$ cat src/rtl/cardclk_pkg.sv
package cardclk_pkg;
  localparam int REG_AW = 2;
  localparam int REG_DW = 32;

  typedef enum logic [REG_AW-1:0] {
    A_DIV = 2'd0,
    A_ENA = 2'd1,
    A_CMD = 2'd2
  } reg_addr_e;

  localparam int START_BIT    = 31;
  localparam int UPD_ONLY_BIT = 21;
  localparam int WAIT_BIT     = 13;
  localparam int EN_BIT       = 0;
  localparam int LP_BIT       = 16;
endpackage

$ cat src/rtl/cardclk_regs.sv
module cardclk_regs
  import cardclk_pkg::*;
#(
  parameter int DIV_W = 8
) (
  input  logic              clk,
  input  logic              rst_n,
  input  logic              wr,
  input  logic [REG_AW-1:0] addr,
  input  logic [REG_DW-1:0] wdata,
  output logic [REG_DW-1:0] rdata,
  input  logic              data_busy,
  input  logic              clk_low,
  output logic              apply,
  output logic [DIV_W-1:0]  stg_div,
  output logic              stg_en,
  output logic              stg_lp
);
  logic [DIV_W-1:0]  sh_div_q, sh_div_d;
  logic              sh_en_q, sh_en_d, sh_lp_q, sh_lp_d;
  logic [DIV_W-1:0]  stg_div_d;
  logic              stg_en_d, stg_lp_d;
  logic              pend_q, pend_d, wait_q, wait_d;
  logic [REG_DW-1:0] cmd_q, cmd_d;
  logic              wr_div, wr_ena, req;

  always_comb begin
    wr_div = wr && (addr == A_DIV);
    wr_ena = wr && (addr == A_ENA);
    req    = wr && (addr == A_CMD) && wdata[START_BIT] && wdata[UPD_ONLY_BIT] && !pend_q;
    apply  = pend_q && (!wait_q || !data_busy) && clk_low;

    sh_div_d  = wr_div ? wdata[DIV_W-1:0] : sh_div_q;
    sh_en_d   = wr_ena ? wdata[EN_BIT] : sh_en_q;
    sh_lp_d   = wr_ena ? wdata[LP_BIT] : sh_lp_q;
    stg_div_d = req ? sh_div_q : stg_div;
    stg_en_d  = req ? sh_en_q  : stg_en;
    stg_lp_d  = req ? sh_lp_q  : stg_lp;
    wait_d    = req ? wdata[WAIT_BIT] : wait_q;
    cmd_d     = req ? wdata : cmd_q;
    if (req)        pend_d = 1'b1;
    else if (apply) pend_d = 1'b0;
    else            pend_d = pend_q;
  end

  always_ff @(posedge clk or negedge rst_n) begin
    if (!rst_n) begin
      sh_div_q <= '0;
      sh_en_q  <= 1'b0;
      sh_lp_q  <= 1'b0;
      stg_div  <= '0;
      stg_en   <= 1'b0;
      stg_lp   <= 1'b0;
      pend_q   <= 1'b0;
      wait_q   <= 1'b0;
      cmd_q    <= '0;
    end else begin
      sh_div_q <= sh_div_d;
      sh_en_q  <= sh_en_d;
      sh_lp_q  <= sh_lp_d;
      stg_div  <= stg_div_d;
      stg_en   <= stg_en_d;
      stg_lp   <= stg_lp_d;
      pend_q   <= pend_d;
      wait_q   <= wait_d;
      cmd_q    <= cmd_d;
    end
  end

  always_comb begin
    rdata = '0;
    case (addr)
      A_DIV: rdata[DIV_W-1:0] = sh_div_q;
      A_ENA: begin
        rdata[EN_BIT] = sh_en_q;
        rdata[LP_BIT] = sh_lp_q;
      end
      A_CMD: begin
        rdata = cmd_q;
        rdata[START_BIT] = pend_q;
      end
      default: rdata = '0;
    endcase
  end


  defer_hold_chk: assert property (@(posedge clk) disable iff (!rst_n)
    pend_q && wait_q && data_busy |=> pend_q);


  staged_stable_chk: assert property (@(posedge clk) disable iff (!rst_n)
    $past(pend_q) && pend_q |-> $stable(stg_div) && $stable(stg_en) && $stable(stg_lp));
endmodule

$ cat src/rtl/cardclk_div.sv
module cardclk_div #(
  parameter int DIV_W    = 8,
  parameter int IDLE_CYC = 8
) (
  input  logic             clk,
  input  logic             rst_n,
  input  logic             apply,
  input  logic [DIV_W-1:0] stg_div,
  input  logic             stg_en,
  input  logic             stg_lp,
  input  logic             bus_req,
  output logic             div_q,
  output logic             run,
  output logic             bypass,
  output logic             clk_low
);
  localparam int IDLE_W = $clog2(IDLE_CYC + 1);
  localparam logic [IDLE_W-1:0] IDLE_LAST = IDLE_W'(IDLE_CYC - 1);

  logic [DIV_W-1:0]  act_div_q, act_div_d, cnt_q, cnt_d;
  logic              act_en_q, act_en_d, act_lp_q, act_lp_d;
  logic              div_d, stop_q, stop_d, tc, fall;
  logic [IDLE_W-1:0] idle_q, idle_d;

  always_comb begin
    bypass  = (act_div_q == '0);
    run     = act_en_q && !stop_q;
    clk_low = !div_q;
    tc      = ((cnt_q + 1'b1) == act_div_q);
    fall    = bypass ? run : (run && div_q && tc);

    act_div_d = act_div_q;
    act_en_d  = act_en_q;
    act_lp_d  = act_lp_q;
    cnt_d     = '0;
    div_d     = div_q;
    stop_d    = stop_q;
    idle_d    = idle_q;

    if (apply) begin
      act_div_d = stg_div;
      act_en_d  = stg_en;
      act_lp_d  = stg_lp;
      div_d     = 1'b0;
      stop_d    = 1'b0;
      idle_d    = '0;
    end else begin
      if (run && !bypass) begin
        if (tc) div_d = !div_q;
        else    cnt_d = cnt_q + 1'b1;
      end
      if (bus_req) begin
        stop_d = 1'b0;
        idle_d = '0;
      end else if (act_lp_q && fall) begin
        if (idle_q == IDLE_LAST) begin
          stop_d = 1'b1;
          idle_d = '0;
        end else begin
          idle_d = idle_q + 1'b1;
        end
      end
    end
  end

  always_ff @(posedge clk or negedge rst_n) begin
    if (!rst_n) begin
      act_div_q <= '0;
      act_en_q  <= 1'b0;
      act_lp_q  <= 1'b0;
      cnt_q     <= '0;
      div_q     <= 1'b0;
      stop_q    <= 1'b0;
      idle_q    <= '0;
    end else begin
      act_div_q <= act_div_d;
      act_en_q  <= act_en_d;
      act_lp_q  <= act_lp_d;
      cnt_q     <= cnt_d;
      div_q     <= div_d;
      stop_q    <= stop_d;
      idle_q    <= idle_d;
    end
  end


  cnt_range_chk: assert property (@(posedge clk) disable iff (!rst_n)
    !bypass |-> cnt_q < act_div_q);


  apply_low_chk: assert property (@(posedge clk) disable iff (!rst_n)
    apply |=> !div_q);


  lp_stop_low_chk: assert property (@(posedge clk) disable iff (!rst_n)
    stop_q |-> !div_q);
endmodule

$ cat src/rtl/cardclk_gate.sv
module cardclk_gate (
  input  logic clk,
  input  logic rst_n,
  input  logic run,
  input  logic bypass,
  input  logic div_q,
  output logic card_clk
);
  logic byp_n_q, gate_n_q;

  always_ff @(negedge clk or negedge rst_n) begin
    if (!rst_n) begin
      byp_n_q  <= 1'b0;
      gate_n_q <= 1'b0;
    end else begin
      byp_n_q  <= bypass;
      gate_n_q <= run;
    end
  end

  always_comb card_clk = byp_n_q ? (clk & gate_n_q) : div_q;


  off_low_chk: assert property (@(posedge clk) disable iff (!rst_n)
    !run && !$past(run) && !byp_n_q |-> !div_q);
endmodule

$ cat src/rtl/cardclk_gen.sv
module cardclk_gen
  import cardclk_pkg::*;
#(
  parameter int DIV_W    = 8,
  parameter int IDLE_CYC = 8
) (
  input  logic              clk,
  input  logic              rst_n,
  input  logic              reg_wr,
  input  logic [REG_AW-1:0] reg_addr,
  input  logic [REG_DW-1:0] reg_wdata,
  output logic [REG_DW-1:0] reg_rdata,
  input  logic              data_busy,
  input  logic              bus_req,
  output logic              card_clk
);
  logic [1:0]       rst_sync_q;
  logic             srst_n;
  logic             apply, clk_low, div_q, run, bypass;
  logic [DIV_W-1:0] stg_div;
  logic             stg_en, stg_lp;

  always_ff @(posedge clk or negedge rst_n) begin
    if (!rst_n) rst_sync_q <= 2'b00;
    else        rst_sync_q <= {rst_sync_q[0], 1'b1};
  end
  assign srst_n = rst_sync_q[1];

  cardclk_regs #(.DIV_W(DIV_W)) u_regs (
    .clk(clk), .rst_n(srst_n), .wr(reg_wr), .addr(reg_addr),
    .wdata(reg_wdata), .rdata(reg_rdata), .data_busy(data_busy),
    .clk_low(clk_low), .apply(apply), .stg_div(stg_div),
    .stg_en(stg_en), .stg_lp(stg_lp)
  );

  cardclk_div #(.DIV_W(DIV_W), .IDLE_CYC(IDLE_CYC)) u_div (
    .clk(clk), .rst_n(srst_n), .apply(apply), .stg_div(stg_div),
    .stg_en(stg_en), .stg_lp(stg_lp), .bus_req(bus_req),
    .div_q(div_q), .run(run), .bypass(bypass), .clk_low(clk_low)
  );

  cardclk_gate u_gate (
    .clk(clk), .rst_n(srst_n), .run(run), .bypass(bypass),
    .div_q(div_q), .card_clk(card_clk)
  );
endmodule

$ cat config.mk
export PLATFORM = sky130hd
export DESIGN_NAME = cardclk_gen
export DESIGN_NICKNAME = d
export VERILOG_FILES = /design/src/rtl/cardclk_pkg.sv /design/src/rtl/cardclk_regs.sv /design/src/rtl/cardclk_div.sv /design/src/rtl/cardclk_gate.sv /design/src/rtl/cardclk_gen.sv
export SDC_FILE = /design/constraint.sdc
export NUM_CORES = 1
export LEC_CHECK = 0
export BUFFER_PORTS_ARGS = -buffer_cell sky130_fd_sc_hd__buf_4
export CAP_MARGIN = 20
export CORE_UTILIZATION = 50
export CTS_BUF_LIST = sky130_fd_sc_hd__clkbuf_8
export DETAILED_ROUTE_END_ITERATION = 8
export PLACE_DENSITY = 0.73
export SLEW_MARGIN = 10
export SYNTH_ARGS = -nofsm -noshare
export SYNTH_HDL_FRONTEND = slang
export SYNTH_SLANG_ARGS = --single-unit
$ cat constraint.sdc
create_clock -name clk -period 4.6 [get_ports clk]
set_input_delay 0.23 -clock clk [delete_from_list [all_inputs] [get_ports clk]]
set_output_delay 0.23 -clock clk [all_outputs]
set_load 0.02 [all_outputs]
# [After elaboration in Yosys (flattened, before gate mapping)]
# Index checks and enable logic that the tools add are counted.
# W data, S select, Z words.
[totals] in_bits=39 wordCells=78 ff_bits=81 rom_bits=0 latchBits=0 ramBits=0 out_inout_bits=33 memories=0
[classes] n_div=0 bitwise_logic=1 eq_ne=4 order_cmp=0 shift=0 addsub=2 muxes=23 reduce_logical=29 n_mul=0
[op_table] cell="$mux W8" count=4
[op_table] cell="$mux W4" count=4
[op_table] cell="$mux W15" count=1
[op_table] cell="$pmux W7 S2" count=1
[op_table] cell="$logic_and A1 B1 Y1" count=13
[op_table] cell="$mux W1" count=11
[op_table] cell="$add A8 B1 Y8 const B" count=1
[op_table] cell="$eq A8 B8 Y1" count=1
[op_table] cell="$logic_not A8 Y1" count=1
[op_table] cell="$logic_not A1 Y1" count=6
[op_table] cell="$reduce_bool A2 Y1" count=3
[op_table] cell="$reduce_bool A3 Y1" count=2
[op_table] cell="$add A4 B1 Y4 const B" count=1
[op_table] cell="$eq A4 B3 Y1 const B" count=1
[op_table] cell="$reduce_and A2 Y1" count=2
[op_table] cell="$pmux W1 S3" count=1
[op_table] cell="$eq A2 B1 Y1 const B" count=1
[op_table] cell="$eq A2 B2 Y1 const B" count=1
[op_table] cell="$logic_not A2 Y1" count=1
[op_table] cell="$pmux W1 S2" count=1
[op_table] cell="$and A1 B1 Y1" count=1
[op_table] cell="$logic_or A1 B1 Y1" count=1

# [Longest topological paths before layout]
[depth] depth_word=9 ltp_mapped=9 mapped_depth_nobuf=8

# [Cells and area by module]
# A second synthesis with hierarchy kept.
[unflattened] cells_unflattened=294 hier_area_um2=3816.2
[modules_own_cells] module="cardclk_regs" cells_per_inst=159 area_each_um2=2419.8 instances=1
[modules_own_cells] module="cardclk_div" cells_per_inst=127 area_each_um2=1278.7 instances=1
[modules_own_cells] module="cardclk_gate" cells_per_inst=5 area_each_um2=63.8 instances=1
[modules_own_cells] module="cardclk_gen" cells_per_inst=3 area_each_um2=53.8 instances=1

==> impl_metrics.env <==
export IMPL_cp_end_kind="primary output"
export IMPL_rsz0062_at_grt="no"
export IMPL_synth_seq_cells=80
export IMPL_final_cell_mix="dfrtp_1, buf_4, mux2_2"
export IMPL_initial_core_util_pct=52.5
export IMPL_clkLatencyLatePin_ps=460
export IMPL_dp_hpwl_mm=4.72
export IMPL_layout_commonest_cell="dfrtp_1"
export IMPL_die_w_um=87.2
export IMPL_hold_path_class="input pin to register"
export IMPL_powerDensity_mw_per_mm2=462
export IMPL_clock_power_share_pct=25.8
export IMPL_worstPathRequired_ps=4370
export IMPL_seq_power_share_pct=47.5
export IMPL_fin_tns_setup_ps=0
export IMPL_die_h_um=87.2
export IMPL_antenna_found_initial=0
export IMPL_syn_inst=289
export IMPL_dr_pass1_iters=4
export IMPL_internal_power_mw=1.52
export IMPL_cts_resized=0
export IMPL_power_mw=2.21
export IMPL_sw_frac_of_total_pct=31.3
export IMPL_drtAntennaViolNets=0
export IMPL_grt_pass1_vias=2447
export IMPL_worstPathCellList="nand3_1, o21ai_0, buf_4"
export IMPL_finalSetupViolCount=0
export IMPL_ys_warn_count=0
export IMPL_dp_cells=447
export IMPL_slew_viol_final=0
export IMPL_worstPathMaxFanout=2
export IMPL_p_sw_mw=0.691
export IMPL_maxCapViolations=0
export IMPL_crit_type="register to primary output"
export IMPL_finalNetCount=439
export IMPL_syn_to_final_growth_pct=31.7
export IMPL_finalHoldViolations=0
export IMPL_leakage_nw=2.25
export IMPL_totalWireLength_mm=7.04
export IMPL_cp_top_family="flip-flops"
export IMPL_port_buffers=71
export IMPL_route_detailed_wl_per_inst_um=14.2
export IMPL_routed_via_density=5.06
export IMPL_synth_seq_area_share_pct=55.2
export IMPL_ys_types=36
export IMPL_drcViolationCount=0
export IMPL_syn_num_nets=334
export IMPL_layout_cells_non_filler=495
export IMPL_worst_slew_pin_slew_ps=1010
export IMPL_cts_clk_slew_worst_paths_ps=90
export IMPL_via_count=2503
export IMPL_io_pin_count=72
export IMPL_status="complete, no violations"
export IMPL_p_comb_share_pct=26.7
export IMPL_slew_headroom_pct=32.8
export IMPL_rows=30
export IMPL_drt_initial_drc_count=87
export IMPL_gp_congestion=0.824
export IMPL_worst_clock_skew_ps=12.2
export IMPL_path_buf_inv=1
export IMPL_cts_tree="yes"
export IMPL_gr_usage_all_layers_pct=20.8
export IMPL_syn_area_mm2=0.00363
export IMPL_grt_pass1_wl_mm=11.6
export IMPL_crit_arrival_ps=3460
export IMPL_die_area_mm2=0.00760
export IMPL_antenna_diode_count=0
export IMPL_ir_drop_mv=0.246
export IMPL_overflow=0
export IMPL_coreArea_mm2=0.00691
export IMPL_crit_slowest_cell="dfrtn_1"
export IMPL_grt_max_degree=69
export IMPL_slowest_delay_ps=400
export IMPL_drive_above_1_share_pct=40.6
export IMPL_syn_area_per_cell_um2=12.6
export IMPL_cp_start_kind="register"
==> cell type report <==
| class | count | area, µm² |
|---|---|---|
| timing repair buffer | 102 | 838 |
| clock buffer | 13 | 173 |
| inverter | 9 | 33.8 |
| multi-input combinational | 188 | 1550 |
| sequential | 80 | 2010 |
| fill | 534 | 2130 |
| clock inverter | 7 | 62.6 |
| tap | 96 | 120 |
==> power by group through the flow <==
stage / clock [mW] / sequential [mW] / combinational, mW
after global routing: 0.617 / 1.08 / 0.643
final: 0.569 / 1.05 / 0.589
after global placement: 0.0140 / 1.05 / 0.564
after floorplan: 0.00799 / 1.02 / 0.435
after detailed placement: 0.0140 / 1.06 / 0.574
after CTS: 0.587 / 1.05 / 0.596
==> timing repair <==
action | 4_1_cts | 5_1_grt
endpoints found under the hold margin | 36 | 0
hold buffers | 29 | 0
buffers inserted | 0 | 0
==> cells in the mapped netlist, drive strengths merged <==
library cell,number,area (µm²)
a22oi,1,7.51
a222oi,1,10.0
nand2,13,48.8
or3,2,12.5
dfrtp,78,1950
a311oi,1,26.3
inv,9,33.8
o21ai,4,20.0
o211ai,1,7.51
nand3,6,35.0
xor2,7,61.3
nor2,20,75.1
mux2i,3,30.0
mux2,61,687
o32ai,1,27.5
or2,1,6.26
a22o,7,61.3
a311o,2,20.0
and4,1,10.0
and2,25,159
nor4,2,12.5
nand4,5,31.3
nor2b,3,18.8
dfrtn,2,50.1
buf,1,5.00
nor3,3,15.0
conb,1,3.75
ha,6,75.1
clkbuf,11,41.3
or4b,1,10.0
xnor2,5,43.8
nand2b,1,6.26
a21oi,3,15.0
a211o,1,10.0
==> metal layers <==
| metal | track usage [%] | share of wire [%] | vias to the layer above |
|---|---|---|---|
| met2 | 33.1 | 49 | 55 |
| met1 | 26.8 | 46 | 1220 |
| met3 | 6.07 | 3.2 | 11 |
| met5 | 0 | 0 | - |
| li1 | - | - | 1217 |
| met4 | 8.49 | 1.6 | 0 |
==> path summary, 6_finish.rpt <==
path	start	endpoint	slack, ps	cells past startpoint
setup reg to reg	u_div.act_div_q[4]	u_gate.byp_n_q	1340	3
min in group asynchronous	rst_n	rst_sync_q[0]	90	2
max in group asynchronous	rst_sync_q[1]	u_gate.byp_n_q	2060	0
setup / recovery	u_gate.byp_n_q	card_clk	910	3
hold / removal	reg_wdata[2]	u_regs.sh_div_q[2]	20	2
hold reg to reg	rst_sync_q[1]	u_div.div_q	160	0
==> cell families after synthesis <==
group	after synthesis	synth area share, %
simple gates	83	12.1
flops	80	55.2
mux	64	19.8
compound gates	22	5.66
buf+inv	21	2.21
xor+xnor	12	2.90
fa+ha+maj	6	2.07
other cells	1	0.103
==> stage by stage <==
stage / hold slack, ps / setup WS (ps) / util (%) / area (µm²)
2_1_floorplan: -65.6 / 24.4 / - / 3630
3_3_place_gp: 12.5 / 1320 / 61.7 / 4260
3_5_place_dp: 15.2 / 1340 / 61.7 / 4260
4_1_cts: 0.979 / 876 / 69.2 / 4780
5_1_grt: 5.19 / 853 / 69.2 / 4780
6_report: 17.3 / 910 / 69.2 / 4780
==> flip-flops by register name (all words and copies together), names as in the netlist, 2 cells and up <==
| name | cells |
|---|---|
| u_regs.cmd_q | 31 |
| u_div.act_div_q | 8 |
| u_div.cnt_q | 8 |
| u_regs.sh_div_q | 8 |
| u_regs.stg_div | 8 |
| u_div.idle_q | 4 |
| rst_sync_q | 2 |
==> worst register-to-register path, cell delays in order (launching register included) <==
cell     delay [ps]
dfrtp_1         450
nor4_1          290
nand2_1         170
inv_1           100
Power figures use the tool's default switching activity.
